==> src/rtl/axi_id_remap_pkg.sv <==
package axi_id_remap_pkg;

    localparam int MID_W     = 12;
    localparam int VID_W     = 3;
    localparam int NSLOT     = 1 << VID_W;
    localparam int PAGE_W    = 2;
    localparam int USER_W    = 5;
    localparam int CFG_W     = 32;

    // configuration word layout, decoded by the slot register
    localparam int PIN_BIT   = 31;
    localparam int MID_LSB   = 16;
    localparam int PAGE_LSB  = 12;
    localparam int USER_LSB  = 4;

    localparam logic              RST_PIN  = 1'b1;
    localparam logic [MID_W-1:0]  RST_MID  = 12'h004;
    localparam logic [PAGE_W-1:0] RST_PAGE = '0;
    localparam logic [USER_W-1:0] RST_USER = 5'h01;

    typedef struct packed {
        logic              pin;
        logic [MID_W-1:0]  mid;
        logic [PAGE_W-1:0] page;
        logic [USER_W-1:0] user;
    } slot_cfg_t;

    typedef enum logic [1:0] {
        ST_IDLE,
        ST_STALL,
        ST_ISSUE
    } addr_state_e;

    function automatic slot_cfg_t unpack_cfg(input logic [CFG_W-1:0] word);
        slot_cfg_t c;
        c.pin  = word[PIN_BIT];
        c.mid  = word[MID_LSB  +: MID_W];
        c.page = word[PAGE_LSB +: PAGE_W];
        c.user = word[USER_LSB +: USER_W];
        return c;
    endfunction

endpackage

==> src/rtl/axi_id_remap_slot.sv <==
module axi_id_remap_slot
    import axi_id_remap_pkg::*;
#(
    parameter int CNT_W = 4
) (
    input  logic             clk,
    input  logic             rst_n,
    input  logic             cfg_we,
    input  logic [CFG_W-1:0] cfg_wdata,
    input  logic             alloc_we,
    input  logic [MID_W-1:0] alloc_mid,
    input  logic             inc,
    input  logic             dec,
    output slot_cfg_t        cfg_o,
    output logic             busy_o,
    output logic             full_o,
    output logic             eligible_o
);

    localparam logic [CNT_W-1:0] CNT_MAX = '1;

    slot_cfg_t        cfg_q;
    slot_cfg_t        pend_q;
    logic             pend_v_q;
    logic [CNT_W-1:0] cnt_q;
    logic             drained;

    assign drained = (cnt_q == '0);

    // outstanding transaction counter
    always_ff @(posedge clk) begin
        if (!rst_n) begin
            cnt_q <= '0;
        end else if (inc && !dec) begin
            cnt_q <= cnt_q + 1'b1;
        end else if (dec && !inc) begin
            cnt_q <= cnt_q - 1'b1;
        end
    end

    // live and parked configuration
    always_ff @(posedge clk) begin
        if (!rst_n) begin
            cfg_q.pin  <= RST_PIN;
            cfg_q.mid  <= RST_MID;
            cfg_q.page <= RST_PAGE;
            cfg_q.user <= RST_USER;
            pend_q     <= '0;
            pend_v_q   <= 1'b0;
        end else begin
            if (cfg_we) begin
                if (drained && !inc) begin
                    cfg_q    <= unpack_cfg(cfg_wdata);
                    pend_v_q <= 1'b0;
                end else begin
                    pend_q   <= unpack_cfg(cfg_wdata);
                    pend_v_q <= 1'b1;
                end
            end else if (pend_v_q && drained) begin
                cfg_q    <= pend_q;
                pend_v_q <= 1'b0;
            end
            if (alloc_we) begin
                cfg_q.mid <= alloc_mid;
            end
        end
    end

    assign cfg_o      = cfg_q;
    assign busy_o     = !drained;
    assign full_o     = (cnt_q == CNT_MAX);
    assign eligible_o = !(pend_v_q && drained);

    assert_no_overflow_R13: assert property (@(posedge clk) disable iff (!rst_n)
        (cnt_q == CNT_MAX) |-> !(inc && !dec));

    assert_no_underflow_R9: assert property (@(posedge clk) disable iff (!rst_n)
        drained |-> !dec);

    assert_binding_frozen_R10: assert property (@(posedge clk) disable iff (!rst_n)
        (!drained && !dec) |=> $stable(cfg_q.mid));

endmodule

==> src/rtl/axi_id_remap_lookup.sv <==
module axi_id_remap_lookup
    import axi_id_remap_pkg::*;
(
    input  logic [MID_W-1:0]            req_mid,
    input  logic [NSLOT-1:0]            pin,
    input  logic [NSLOT-1:0][MID_W-1:0] mid,
    input  logic [NSLOT-1:0]            busy,
    input  logic [NSLOT-1:0]            eligible,
    output logic                        found,
    output logic                        alloc,
    output logic [VID_W-1:0]            vid
);

    logic             pin_hit, dyn_hit, free_hit;
    logic [VID_W-1:0] pin_vid, dyn_vid, free_vid;

    // descending scan so the lowest index is the last to be written
    always_comb begin
        pin_hit  = 1'b0;
        dyn_hit  = 1'b0;
        free_hit = 1'b0;
        pin_vid  = '0;
        dyn_vid  = '0;
        free_vid = '0;
        for (int i = NSLOT - 1; i >= 0; i--) begin
            if (eligible[i] && pin[i] && (mid[i] == req_mid)) begin
                pin_hit = 1'b1;
                pin_vid = VID_W'(i);
            end
            if (eligible[i] && !pin[i] && busy[i] && (mid[i] == req_mid)) begin
                dyn_hit = 1'b1;
                dyn_vid = VID_W'(i);
            end
            if (eligible[i] && !pin[i] && !busy[i]) begin
                free_hit = 1'b1;
                free_vid = VID_W'(i);
            end
        end
    end

    always_comb begin
        found = 1'b1;
        alloc = 1'b0;
        vid   = '0;
        if (pin_hit) begin
            vid = pin_vid;
        end else if (dyn_hit) begin
            vid = dyn_vid;
        end else if (free_hit) begin
            vid   = free_vid;
            alloc = 1'b1;
        end else begin
            found = 1'b0;
        end
    end

endmodule

==> src/rtl/axi_id_remap.sv <==
module axi_id_remap
    import axi_id_remap_pkg::*;
#(
    parameter int ADDR_W = 32,
    parameter int CNT_W  = 4
) (
    input  logic              clk,
    input  logic              rst_n,
    input  logic              cfg_we,
    input  logic [VID_W-1:0]  cfg_slot,
    input  logic [CFG_W-1:0]  cfg_wdata,
    input  logic              s_valid,
    output logic              s_ready,
    input  logic [MID_W-1:0]  s_id,
    input  logic [ADDR_W-1:0] s_addr,
    output logic              m_valid,
    input  logic              m_ready,
    output logic [VID_W-1:0]  m_id,
    output logic [ADDR_W-1:0] m_addr,
    output logic [USER_W-1:0] m_user,
    input  logic              m_rsp_valid,
    output logic              m_rsp_ready,
    input  logic [VID_W-1:0]  m_rsp_id,
    input  logic              m_rsp_last,
    output logic              s_rsp_valid,
    input  logic              s_rsp_ready,
    output logic [MID_W-1:0]  s_rsp_id,
    output logic              s_rsp_last
);

    localparam int OFS_W = ADDR_W - PAGE_W;

    addr_state_e state_q, state_d;

    slot_cfg_t [NSLOT-1:0]            cfg_arr;
    logic [NSLOT-1:0]                 pin_arr;
    logic [NSLOT-1:0][MID_W-1:0]      mid_arr;
    logic [NSLOT-1:0]                 busy, full, elig;

    logic             lk_found, lk_alloc;
    logic [VID_W-1:0] lk_vid;
    logic             grant, accept, rsp_hs;

    logic [VID_W-1:0]  m_id_q;
    logic [ADDR_W-1:0] m_addr_q;
    logic [USER_W-1:0] m_user_q;

    logic unused_addr_top;
    assign unused_addr_top = ^s_addr[ADDR_W-1 -: PAGE_W];

    assign rsp_hs = m_rsp_valid && s_rsp_ready && m_rsp_last;
    assign accept = s_valid && s_ready;

    for (genvar g = 0; g < NSLOT; g++) begin : g_slot
        axi_id_remap_slot #(.CNT_W(CNT_W)) u_slot (
            .clk        (clk),
            .rst_n      (rst_n),
            .cfg_we     (cfg_we && (cfg_slot == VID_W'(g))),
            .cfg_wdata  (cfg_wdata),
            .alloc_we   (accept && lk_alloc && (lk_vid == VID_W'(g))),
            .alloc_mid  (s_id),
            .inc        (accept && (lk_vid == VID_W'(g))),
            .dec        (rsp_hs && (m_rsp_id == VID_W'(g))),
            .cfg_o      (cfg_arr[g]),
            .busy_o     (busy[g]),
            .full_o     (full[g]),
            .eligible_o (elig[g])
        );
        assign pin_arr[g] = cfg_arr[g].pin;
        assign mid_arr[g] = cfg_arr[g].mid;
    end

    axi_id_remap_lookup u_lookup (
        .req_mid  (s_id),
        .pin      (pin_arr),
        .mid      (mid_arr),
        .busy     (busy),
        .eligible (elig),
        .found    (lk_found),
        .alloc    (lk_alloc),
        .vid      (lk_vid)
    );

    assign grant = lk_found && !full[lk_vid];

    // state register
    always_ff @(posedge clk) begin
        if (!rst_n) begin
            state_q <= ST_IDLE;
        end else begin
            state_q <= state_d;
        end
    end

    // transitions
    always_comb begin
        state_d = state_q;
        unique case (state_q)
            ST_IDLE: begin
                if (s_valid) begin
                    state_d = grant ? ST_ISSUE : ST_STALL;
                end
            end
            ST_STALL: begin
                if (!s_valid) begin
                    state_d = ST_IDLE;
                end else if (grant) begin
                    state_d = ST_ISSUE;
                end
            end
            ST_ISSUE: begin
                if (m_ready) begin
                    if (s_valid && grant) begin
                        state_d = ST_ISSUE;
                    end else if (s_valid) begin
                        state_d = ST_STALL;
                    end else begin
                        state_d = ST_IDLE;
                    end
                end
            end
            default: state_d = ST_IDLE;
        endcase
    end

    // outputs
    always_comb begin
        s_ready = 1'b0;
        m_valid = 1'b0;
        unique case (state_q)
            ST_IDLE, ST_STALL: s_ready = s_valid && grant;
            ST_ISSUE: begin
                m_valid = 1'b1;
                s_ready = s_valid && grant && m_ready;
            end
            default: ;
        endcase
    end

    // translated request register
    always_ff @(posedge clk) begin
        if (!rst_n) begin
            m_id_q   <= '0;
            m_addr_q <= '0;
            m_user_q <= '0;
        end else if (accept) begin
            m_id_q   <= lk_vid;
            m_addr_q <= {cfg_arr[lk_vid].page, s_addr[OFS_W-1:0]};
            m_user_q <= cfg_arr[lk_vid].user;
        end
    end

    assign m_id   = m_id_q;
    assign m_addr = m_addr_q;
    assign m_user = m_user_q;

    // response path: ID restored from the slot table
    assign s_rsp_valid = m_rsp_valid;
    assign m_rsp_ready = s_rsp_ready;
    assign s_rsp_last  = m_rsp_last;
    assign s_rsp_id    = mid_arr[m_rsp_id];

    assert_issue_next_R12: assert property (@(posedge clk) disable iff (!rst_n)
        accept |=> m_valid);

    assert_hold_R12: assert property (@(posedge clk) disable iff (!rst_n)
        (m_valid && !m_ready) |=> (m_valid && $stable(m_id) && $stable(m_addr) && $stable(m_user)));

    assert_page_match_R4: assert property (@(posedge clk) disable iff (!rst_n)
        m_valid |-> (m_addr[ADDR_W-1 -: PAGE_W] == cfg_arr[m_id].page));

    assert_user_match_R5: assert property (@(posedge clk) disable iff (!rst_n)
        m_valid |-> (m_user == cfg_arr[m_id].user));

endmodule

==> config.mk <==
export PLATFORM = sky130hd
export DESIGN_NAME = axi_id_remap
export DESIGN_NICKNAME = d
export VERILOG_FILES = /design/src/rtl/axi_id_remap_pkg.sv /design/src/rtl/axi_id_remap_slot.sv /design/src/rtl/axi_id_remap_lookup.sv /design/src/rtl/axi_id_remap.sv
export SDC_FILE = /design/constraint.sdc
export NUM_CORES = 1
export LEC_CHECK = 0
export ABC_AREA = 1
export BUFFER_PORTS_ARGS = -buffer_cell sky130_fd_sc_hd__buf_2
export CAP_MARGIN = 20
export CORE_ASPECT_RATIO = 1.1
export CORE_UTILIZATION = 50
export DETAILED_ROUTE_END_ITERATION = 8
export GPL_TIMING_DRIVEN = 0
export PLACE_DENSITY = 0.7
export SKIP_LAST_GASP = 1
export SYNTH_ARGS = -nofsm -noshare
export SYNTH_HDL_FRONTEND = slang
export SYNTH_SLANG_ARGS = --single-unit
==> constraint.sdc <==
create_clock -name clk -period 3.85 [get_ports clk]
set_input_delay 0.1925 -clock clk [delete_from_list [all_inputs] [get_ports clk]]
set_output_delay 0.1925 -clock clk [all_outputs]
set_load 0.02 [all_outputs]
Yosys cells after proc, flatten, opt, wreduce, memory -nomap -nowiden:

Cells that the tools add are included.

* logic and storage cells: 534
* bits in latches: 0
* RAM bits: 0
* memories: 0
* register bits: 402
* bits in read-only memories: 0
* output and inout bits: 57
* input port bits: 90

* $add $sub $neg: 16
* order comparisons: 2
* divide/modulo/power cells: 0
* shift operators: 0
* reduce and logical (&&, ||, !) cells: 222
* mux-type cells: 144
* multipliers: 0
* equality and inequality tests: 58
* bitwise operators: 8

Operator list (count)
* $mux 20: 24
* $logic_and 1x1->1: 119
* $mux 12: 9
* $eq 12x12->1: 8
* $mux 3: 27
* $mux 4: 16
* $bmux 20 s3: 1
* $mux 1: 56
* $reduce_and 2->1: 24
* $logic_not 1->1: 41
* $bmux 12 s3: 1
* $eq 3x3->1 const B: 12
* $add 4x1->4 const B: 8
* $eq 4x4->1 const B: 8
* $logic_not 4->1: 8
* $reduce_bool 2->1: 16
* $sub 4x1->4 const B: 8
* $ne 3x3->1 const B: 9
* $reduce_bool 3->1: 8
* $ne 2x2->1 const B: 10
* $eq 3x2->1 const B: 6
* $mux 2: 6
* $eq 3x1->1 const B: 3
* $logic_not 3->1: 3
* other kinds (11): 19

Logic depth before layout (Yosys ltp):

Gate-level depths: netlist of run 1.

* depth after elaboration: 30
* depth in mapped cells: 36
* mapped depth without buffers: 34

Hierarchy:

A second synthesis of run 1 with hierarchy kept.

* cell total of the unflattened synthesis: 3424
* area total of the unflattened synthesis: 22770.6 µm²

By module, submodules not included
* axi_id_remap_slot: times used 8, area an instance 2230.9 µm², seq. area each 900.9 µm², cells an instance 321
* axi_id_remap: times used 1, area an instance 2875.3 µm², seq. area each 840.8 µm², cells an instance 494
* axi_id_remap_lookup: times used 1, area an instance 2048.2 µm², seq. area each 0.0 µm², cells an instance 362

Worst setup path before layout of run 1:

Ideal clock, no wire load.

* path type: register -> register
* start point: reg g_slot[1].u_slot.cnt_q[0]
* end point: reg g_slot[2].u_slot.cnt_q[3]
* data arrival time: 3.588 ns
* clock period less this slack: 3.707 ns
* buffers on the path: 1
* data required time: 3.731 ns
* path slack: 0.143 ns
* setup time: 0.119 ns
* stages on the path, launching flop included: 31
* cell sequence: dfxtp_1 -> inv_1 -> nand3_1 -> inv_1 -> nand2_1 -> nand2_1 -> inv_1 -> nand3_1 -> nand2_1 -> nor2_2 -> nand2_2 -> inv_2 -> nand2_1 -> inv_2 -> nand2_2 -> nand2_4 -> buf_4 -> nand2_1 -> nor2_1 -> nand4_1 -> inv_1 -> ha_1 -> inv_1 -> ha_1 -> and3_1 -> a211oi_1 -> nor2_1 -> nor2_1 -> nand2_1 -> o21ai_0 -> a21oi_1

* cells in the longest elaborated chain, start to end: 22
* elaborated cells between the ends (all ways): 44

RTL lines
* from (decl): RTL line axi_id_remap_slot.sv:25 `logic [CNT_W-1:0] cnt_q;`
* from (signal assigned): RTL line axi_id_remap_slot.sv:35 `cnt_q <= cnt_q + 1'b1;`
* from (signal assigned): RTL line axi_id_remap_slot.sv:37 `cnt_q <= cnt_q - 1'b1;`
* $logic_not 4->1: RTL line axi_id_remap_slot.sv:28 `assign drained = (cnt_q == '0);`
* $logic_and 1x1->1: RTL line axi_id_remap_slot.sv:72 `assign eligible_o = !(pend_v_q && drained);`
* $logic_not 1->1: RTL line axi_id_remap_slot.sv:72
* $logic_and 1x1->1: RTL line axi_id_remap_lookup.sv:30, axi_id_remap_lookup.sv:34
* $logic_and 1x1->1 (on tied branches): RTL line axi_id_remap_lookup.sv:34, axi_id_remap_lookup.sv:30
* $mux 3 (tied with other cells) (2 in series): RTL line axi_id_remap_lookup.sv:34 `if (eligible[i] && !pin[i] && !busy[i]) begin`
* $mux 3 (tied with other cells): RTL line axi_id_remap_lookup.sv:49 `end else if (free_hit) begin`
* $mux 3: RTL line axi_id_remap_lookup.sv:47 `end else if (dyn_hit) begin`
* (+5 left out)
* $logic_and 1x1->1: RTL line axi_id_remap.sv:131, axi_id_remap.sv:134
* $logic_and 1x1->1: RTL line axi_id_remap.sv:134 `s_ready = s_valid && grant && m_ready;`
* $pmux 1 s2: RTL line axi_id_remap.sv:130 `unique case (state_q)`
* $logic_and 1x1->1: RTL line axi_id_remap.sv:52 `assign accept = s_valid && s_ready;`
* $logic_and 1x1->1 (*): RTL line axi_id_remap.sv:62 `.inc (accept && (lk_vid == VID_W'(g))),`
* $logic_not 1->1: RTL line axi_id_remap_slot.sv:36 `end else if (dec && !inc) begin`
* $logic_and 1x1->1: RTL line axi_id_remap_slot.sv:36
* $reduce_bool 2->1 (no source line)
* to (signal assigned): RTL line axi_id_remap_slot.sv:35
* to (signal assigned): RTL line axi_id_remap_slot.sv:37
* to (decl): RTL line axi_id_remap_slot.sv:25

Every way passes the cells marked *; elsewhere a longest branch is shown, timed or not. The select of a mux whose other input is x is not followed.
A chain may end at the register's enable or synchronous reset.

Worst setup path in the final report of run 1:

* start point: reg g_slot[5].u_slot.cfg_o[15] (netlist name)
* end point: reg g_slot[6].u_slot.cnt_q[3]

* cells in the longest elaborated chain, start to end: 22
* elaborated cells between the ends (all ways): 46

RTL lines
* $eq 12x12->1 (*): RTL line axi_id_remap_lookup.sv:26, axi_id_remap_lookup.sv:30
* $logic_and 1x1->1: RTL line axi_id_remap_lookup.sv:30 `if (eligible[i] && !pin[i] && busy[i] && (mid[i] == req_mid)) begin`
* $mux 3 or $mux 1 (tied branches) (6 in series): RTL line axi_id_remap_lookup.sv:30
* $mux 3: RTL line axi_id_remap_lookup.sv:47
* $mux 3: RTL line axi_id_remap_lookup.sv:45 `if (pin_hit) begin`
* $bmux 1 s3: RTL line axi_id_remap.sv:84 `assign grant = lk_found && !full[lk_vid];`
* $mux 1 (implied by the code): RTL line axi_id_remap.sv:84
* $logic_not 1->1: RTL line axi_id_remap.sv:84
* $logic_and 1x1->1: RTL line axi_id_remap.sv:84
* $logic_and 1x1->1: RTL line axi_id_remap.sv:131, axi_id_remap.sv:134
* $logic_and 1x1->1: RTL line axi_id_remap.sv:134
* $pmux 1 s2: RTL line axi_id_remap.sv:130
* $logic_and 1x1->1: RTL line axi_id_remap.sv:52
* $logic_and 1x1->1 (*): RTL line axi_id_remap.sv:62
* $logic_not 1->1: RTL line axi_id_remap_slot.sv:36
* $logic_and 1x1->1: RTL line axi_id_remap_slot.sv:36
* $reduce_bool 2->1 (no source line)
* to (signal assigned): RTL line axi_id_remap_slot.sv:35
* to (signal assigned): RTL line axi_id_remap_slot.sv:37
* to (decl): RTL line axi_id_remap_slot.sv:25

Marked as above.

==> qor.yml, run 1 <==
sta:
  setup_viol: 32
  tns_ps: -3490
  whs_ps: 26.4
  worst_pin_slew_ps: 1280
  setup_ws_ps: -275
  slew_headroom: 0.148
  fin_crit_ps: 4130
  hold_viol: 0
  grt_setup_unrepaired: "true"
  slew_viol_final: 0
  fin_crit_sh: 1.07
  finClkSkew_ps: 26.2
  max_freq_mhz: 242
routing:
  wl_per_cell_um: 24.0
  routed_wl_um: 105000
  final_antenna_net_count: 0
  drc_errors: 0
  first_pass_iters: 7
  avgViaCountPerCell: 6.04
  via_count: 26400
  drt_iter0_markers: 3508
clocking:
  cts_buffers: 44
  numClockSinks: 402
  cts-root-buf: "clkbuf_16"
  insertion_delay_ps: 610
  cts_buffer_depth: 3
  cts-htree-levels: 2
  cts_tree: "built"
  clk_pin_slew_worst_paths_ps: 60
critical_path:
  cp-start-kind: "flip-flop"
  worstPathMaxFanout: 5
  crit_required_ps: 4360
  setup.worst_path.class: "reg2reg"
  critPathCaptureType: "flip-flop"
  slowest_delay_ps: 410
  reg2reg_depth: 33
  crit_slowest_cell: "dfxtp_2"
  worstPathArrival_ps: 4640
  cp_common_cell: "nand2_1"
die:
  dieWidth_um: 203
  rows: 80
  die_y_um: 224
  io_pins: 147
  die-area_um2: 45500
  initial_core_util: 0.511
  coreArea_um2: 43600
synthesis:
  synth_cell_type_count: 45
  synth-adder-area-share: 0.0206
  synth_nets: 3567
  synth_edf_count: 0
  ys_warn_count: 0
  synth_mux_area_frac: 0
  synth-seq-cells: 402
  avgSynthCellArea_um2: 6.47
  ys_seq_area_frac: 0.361
  synthXorXnorAreaFrac: 0.0279
  synth-compound-area-share: 0.161
  syn_area_um2: 22300
  synth-main-ff-cell: "dfxtp_1"
  syn_inst: 3445
  postSynth.asyncResetShare: 0
  yosys.area_share.simple: 0.332
  synth_top_family_by_area: "simple AND/OR/NAND/NOR gates"
global_routing:
  grt_overflow: 0
  grt_first_pass_wirelength_um: 146000
  grt_max_degree: 14
  grt_pass1_vias: 23000
  antenna_found_initial: 0
  track_usage: 0.436
power_and_ir_drop:
  p_leak_nw: 11.8
  peakVddDrop_uv: 391
  powerDensity_nw_per_um2: 395
  p_total_mw: 11.3
min_path:
  hold_class: "in2reg"
  hold_depth: 5
placed_design:
  hpwl_um: 76600
  dp_slack_ps: -1720
  portBuffers: 116
  place_congestion: 1.04
layout:
  final_common_cell: "nand2_1"
  area_growth_syn_to_layout_pct: 28.2
  drive_gt1_frac: 0.215
  antenna_cells: 0
  layout_common_cells: "1,040 x nand2_1, 344 x dfxtp_1, 273 x a21oi_1"
  final_util: 0.655
  nets: 3894
outcome:
  status: "finished with violations"
  violations: "setup timing"
job:
  drv_cap: 0
[worst max-delay path: cells and delay by family, from the launching register on]
| family | cells | cell delay, ps |
|---|---|---|
| xor+xnor | 1 | 220 |
| buf+inv | 9 | 760 |
| fa+ha+maj | 2 | 420 |
| compound gates | 3 | 440 |
| flops | 1 | 410 |
| simple gates | 18 | 1730 |
[power breakdown]
part           leakage [nW]  total, mW  switching (mW)  internal (mW)
combinational          7.80       2.55            1.69          0.854
clock                 0.702       4.31            1.88           2.43
sequential             3.28       4.43           0.122           4.31
[per-stage QoR]
stage | cells | instance area, um2
2_1_floorplan | 3445 | 22300
3_3_place_gp | 4135 | 23600
3_5_place_dp | 4137 | 23600
4_1_cts | 4310 | 26800
5_1_grt | 4380 | 28600
6_report | 4380 | 28600
[area by class of cell]
class	instances	area (um2)
inverter	264	1060
clock buffer	70	1320
buffer	241	1450
clock inverter	10	111
tap	574	718
sequential	402	8150
timing repair buffer	280	2170
fill	3857	15100
multi-input combinational	2539	13600
[cell families (layout without fill, tap and decap cells)]
logic type | after synthesis | count (layout)
adders and majority gates | 32 | 32
and+or+nand+nor | 1748 | 1751
xor gates and xnor gates | 71 | 71
AOI/OAI and AO/OA | 685 | 685
buffers and inverters | 507 | 865
DFF | 402 | 402
[metal layers]
layer  vias up  global-route usage  routed length [um]  share of wire
li1      11900                   -                   -              -
met1     12400               0.571               40500           0.38
met2      1765               0.667               45400           0.43
met3       345              0.0916               12300           0.12
met4         0               0.238                7120          0.068
met5         -                   0                   0              0
[cells in the mapped netlist, types with 2 or more instances]
master	instances	share of area
nor3_1	10	0.0022
o2111ai_1	6	0.0024
nand3_2	6	0.0027
ha_1	24	0.013
nand4_1	118	0.033
o21ai_0	291	0.065
nor2_4	4	0.0020
and3_1	6	0.0017
fa_1	8	0.0072
o22ai_1	13	0.0036
nor2_2	12	0.0034
nand2_1	1097	0.18
or2_2	5	0.0014
clkbuf_1	148	0.025
xor2_1	43	0.017
a211oi_1	9	0.0030
clkinv_1	4	0.00067
a221oi_1	10	0.0039
buf_1	4	0.00067
xnor2_1	28	0.011
a41oi_1	12	0.0047
o211ai_1	2	0.00067
inv_1	239	0.040
nor4_1	2	0.00056
buf_2	51	0.011
nand2_2	9	0.0025
nand3_1	220	0.049
nand4_4	2	0.0019
a22oi_1	4	0.0013
inv_2	21	0.0035
nand4_2	4	0.0022
a21oi_1	306	0.069
and2_1	2	0.00056
buf_6	15	0.0076
dfxtp_1	402	0.36
a31oi_1	4	0.0011
buf_4	25	0.0084
o21ai_1	25	0.0056
nor2_1	248	0.042
[path summary, 6_finish.rpt]
check | from | to | slack, ps
setup / recovery | g_slot[5].u_slot.cfg_o[15] | g_slot[6].u_slot.cnt_q[3] | -280
hold / removal | cfg_wdata[12] | g_slot[6].u_slot.cfg_o[5] | 30
setup reg to reg | g_slot[5].u_slot.cfg_o[15] | g_slot[6].u_slot.cnt_q[3] | -280
hold reg to reg | g_slot[0].u_slot.pend_q[3] | g_slot[0].u_slot.pend_q[3] | 460
[state kept, by name, summed over array words and instances, names as in the netlist]
name / flops
m_id: 3
g_slot.u_slot.pend_v_q: 8
g_slot.u_slot.cfg_o: 160
g_slot.u_slot.pend_q: 160
m_user: 5
g_slot.u_slot.cnt_q: 32
m_addr: 32
state_q: 2
[timing repair]
action | 4_1_cts | 5_1_grt
endpoints found under the hold margin | 32 | 0
setup buffers | 60 | 61
pin swaps | 82 | 115
hold buffers | 32 | 0
endpoints found under the setup margin | 401 | 241
cloned | 1 | 15
gates resized for setup | 286 | 405
(Power assumes the default switching activity.)
==> inputs of run 2 (changes only) <==
- clock period: 3.85 -> 3.49 ns (I/O delays scaled with it)
==> qor.yml, run 2 (same netlist as run 1, synthesis figures left out) <==
critical_path:
  slowest_delay_ps: 500  # +90 ps
  setup.worst_path.class: "reg2reg"
  worstPathMaxFanout: 8  # +3
  rr_endpoint: "g_slot[3].u_slot.cnt_q[3]"
  rr_startpoint: "g_slot[2].u_slot.cfg_o[7]"
  crit_required_ps: 3970  # -390 ps
  crit_slowest_cell: "dfxtp_1"
  critPathCaptureType: "flip-flop"
  reg2reg_depth: 26  # -21%
  worstPathArrival_ps: 4820  # +180 ps
  r2r_slack_ps: -850  # -570 ps
  cp-start-kind: "flip-flop"
die:
  io_pins: 147  # unchanged
  initial_core_util: 0.511  # unchanged
  die-area_um2: 45500  # unchanged
  rows: 80  # unchanged
  die_y_um: 224  # unchanged
  dieWidth_um: 203  # unchanged
  coreArea_um2: 43600  # unchanged
global_routing:
  antenna_found_initial: 1  # +1
  grt_overflow: 0  # unchanged
  grt_max_degree: 14  # unchanged
  grt_first_pass_wirelength_um: 151000  # +3.3%
  track_usage: 0.453  # +0.0168
  grt_pass1_vias: 23900  # +4.0%
min_path:
  hp-start: "cfg_wdata[5]"
  min_to: "g_slot[6].u_slot.cfg_o[1]"
  hold_class: "in2reg"
  hold_depth: 5  # unchanged
layout:
  nets: 3921  # +0.69%
  final_common_cell: "nand2_1"
  stdcell_area_um2: 29500  # +3.2%
  nFillCells: 3834  # -0.60%
  layout_common_cells: "999 x nand2_1, 358 x dfxtp_1, 254 x a21oi_1"
  antenna_cells: 0  # unchanged
  area_growth_syn_to_layout_pct: 32.3
  final-instance-count-excl-fill: 4408  # +0.64%
  ff_latch_area_um2: 8140  # -0.15%
  multi_input_area_um2: 14000  # +3.0%
  drive_gt1_frac: 0.235  # +0.0206
clocking:
  clk_pin_slew_worst_paths_ps: 60  # about the same
  cts-root-buf: "clkbuf_16"
  cts_tree: "built"
  cts_buffer_depth: 3  # unchanged
  cts-htree-levels: 2  # unchanged
  cts_buffers: 44  # unchanged
  numClockSinks: 402  # unchanged
  insertion_delay_ps: 600  # about the same
sta:
  setup_viol: 377  # +1100%
  slew_viol_final: 0  # unchanged
  grt_setup_unrepaired: "true"
  fin_crit_sh: 1.24  # +0.172
  slew_headroom: 0.0511  # -0.0972
  setup_ws_ps: -850  # -574 ps
  hold_viol: 0  # unchanged
  whs_ps: 20.2  # -6.13 ps
  max_freq_mhz: 230  # -4.9%
  fin_crit_ps: 4340  # +214 ps
  worst_pin_slew_ps: 1420  # +141 ps
  finClkSkew_ps: 18.9  # -7.31 ps
routing:
  via_count: 26900  # +1.8%
  avgViaCountPerCell: 6.11  # +1.1%
  first_pass_iters: 9  # +2
  routed_wl_um: 112000  # +6.0%
  drt_iter0_markers: 3756  # +7.1%
  wl_per_cell_um: 25.3  # +5.3%
  final_antenna_net_count: 0  # unchanged
  drc_errors: 43  # +43
power_and_ir_drop:
  peakVddDrop_uv: 493  # +26%
  p_total_mw: 12.5  # +11%
  powerDensity_nw_per_um2: 424  # +7.4%
  p_leak_nw: 12.2  # +3.3%
placed_design:
  hpwl_um: 79300  # +3.6%
  placed_area_um2: 23800  # +0.82%
  portBuffers: 116  # unchanged
  dp_slack_ps: -1550  # +169 ps
  dp.cells: 4136  # -0.024%
  place_congestion: 1.07  # +2.7%
job:
  drv_cap: 0  # unchanged
outcome:
  violations: "DRC, setup timing"
  status: "finished with violations"
==> run 2: cell types whose count changed in the layout (fill, tap and decap cells not counted), sizes merged <==
cell / change
buf: +28
clkbuf: -7
clkinv: +6
clkinvlp: -2
dlygate4sd3: +1
nand2: +1
nor2: +1
==> run 2: repair_timing <==
action                     in CTS  in global routing
pin swaps                      92                131
gates resized for setup       267                576
hold endpoints to repair       33                  0
cloned                          1                 30
setup endpoints to repair     402                398
buffers inserted               63                 67
hold buffers                   33                  0
==> run 2: where the power goes <==
part | switching (mW) | leakage (nW) | internal (mW)
clock | 2.09 | 0.711 | 2.66
combinational | 1.94 | 8.19 | 0.950
sequential | 0.138 | 3.27 | 4.75
total | 4.17 | 12.2 | 8.36
==> run 2: worst max path at each step <==
stage / start / endpoint / cells past startpoint
after floorplan: g_slot[2].u_slot.cnt_q[0] / g_slot[2].u_slot.cnt_q[3] / 30
after global placement: g_slot[7].u_slot.cnt_q[1] / g_slot[7].u_slot.cnt_q[3] / 30
after detailed placement: g_slot[7].u_slot.cnt_q[1] / g_slot[7].u_slot.cnt_q[3] / 30
after CTS: g_slot[6].u_slot.cfg_o[16] / g_slot[7].u_slot.cnt_q[3] / 33
after global routing: g_slot[0].u_slot.cfg_o[14] / g_slot[7].u_slot.cnt_q[3] / 28
final: g_slot[2].u_slot.cfg_o[7] / g_slot[3].u_slot.cnt_q[3] / 26
==> run 2: per-layer routing <==
layer / track usage / share of wire / vias up
met1: 0.593 / 0.37 / 12500
met5: 0 / 0.00054 / -
li1: - / - / 12000
met3: 0.122 / 0.13 / 456
met4: 0.266 / 0.080 / 2
met2: 0.664 / 0.42 / 1956
==> run 2: layout make-up <==
cell class	count	area share
plain buffers	241	0.0573
clock buffers	67	0.0440
clock inverters	14	0.00449
inverters	264	0.0367
multi-input cells	2541	0.475
flip-flops and latches	402	0.276
well taps	574	0.0243
repair buffers	305	0.0824
==> run 2: worst max-delay path, delay by kind of cell (launching register included) <==
family | cells | cell delay, ps
compound gates | 4 | 540
fa+ha+maj | 2 | 430
buf+inv | 2 | 240
xor+xnor | 1 | 110
simple gates | 17 | 2400
flops | 1 | 500
==> run 2: metrics by stage <==
step            util  setup TNS, ps
4_1_cts        0.616          -7440
3_3_place_gp   0.546        -310250
6_report       0.676         -81880
3_5_place_dp   0.546        -325150
2_1_floorplan      -          -29.9
5_1_grt        0.676        -134630
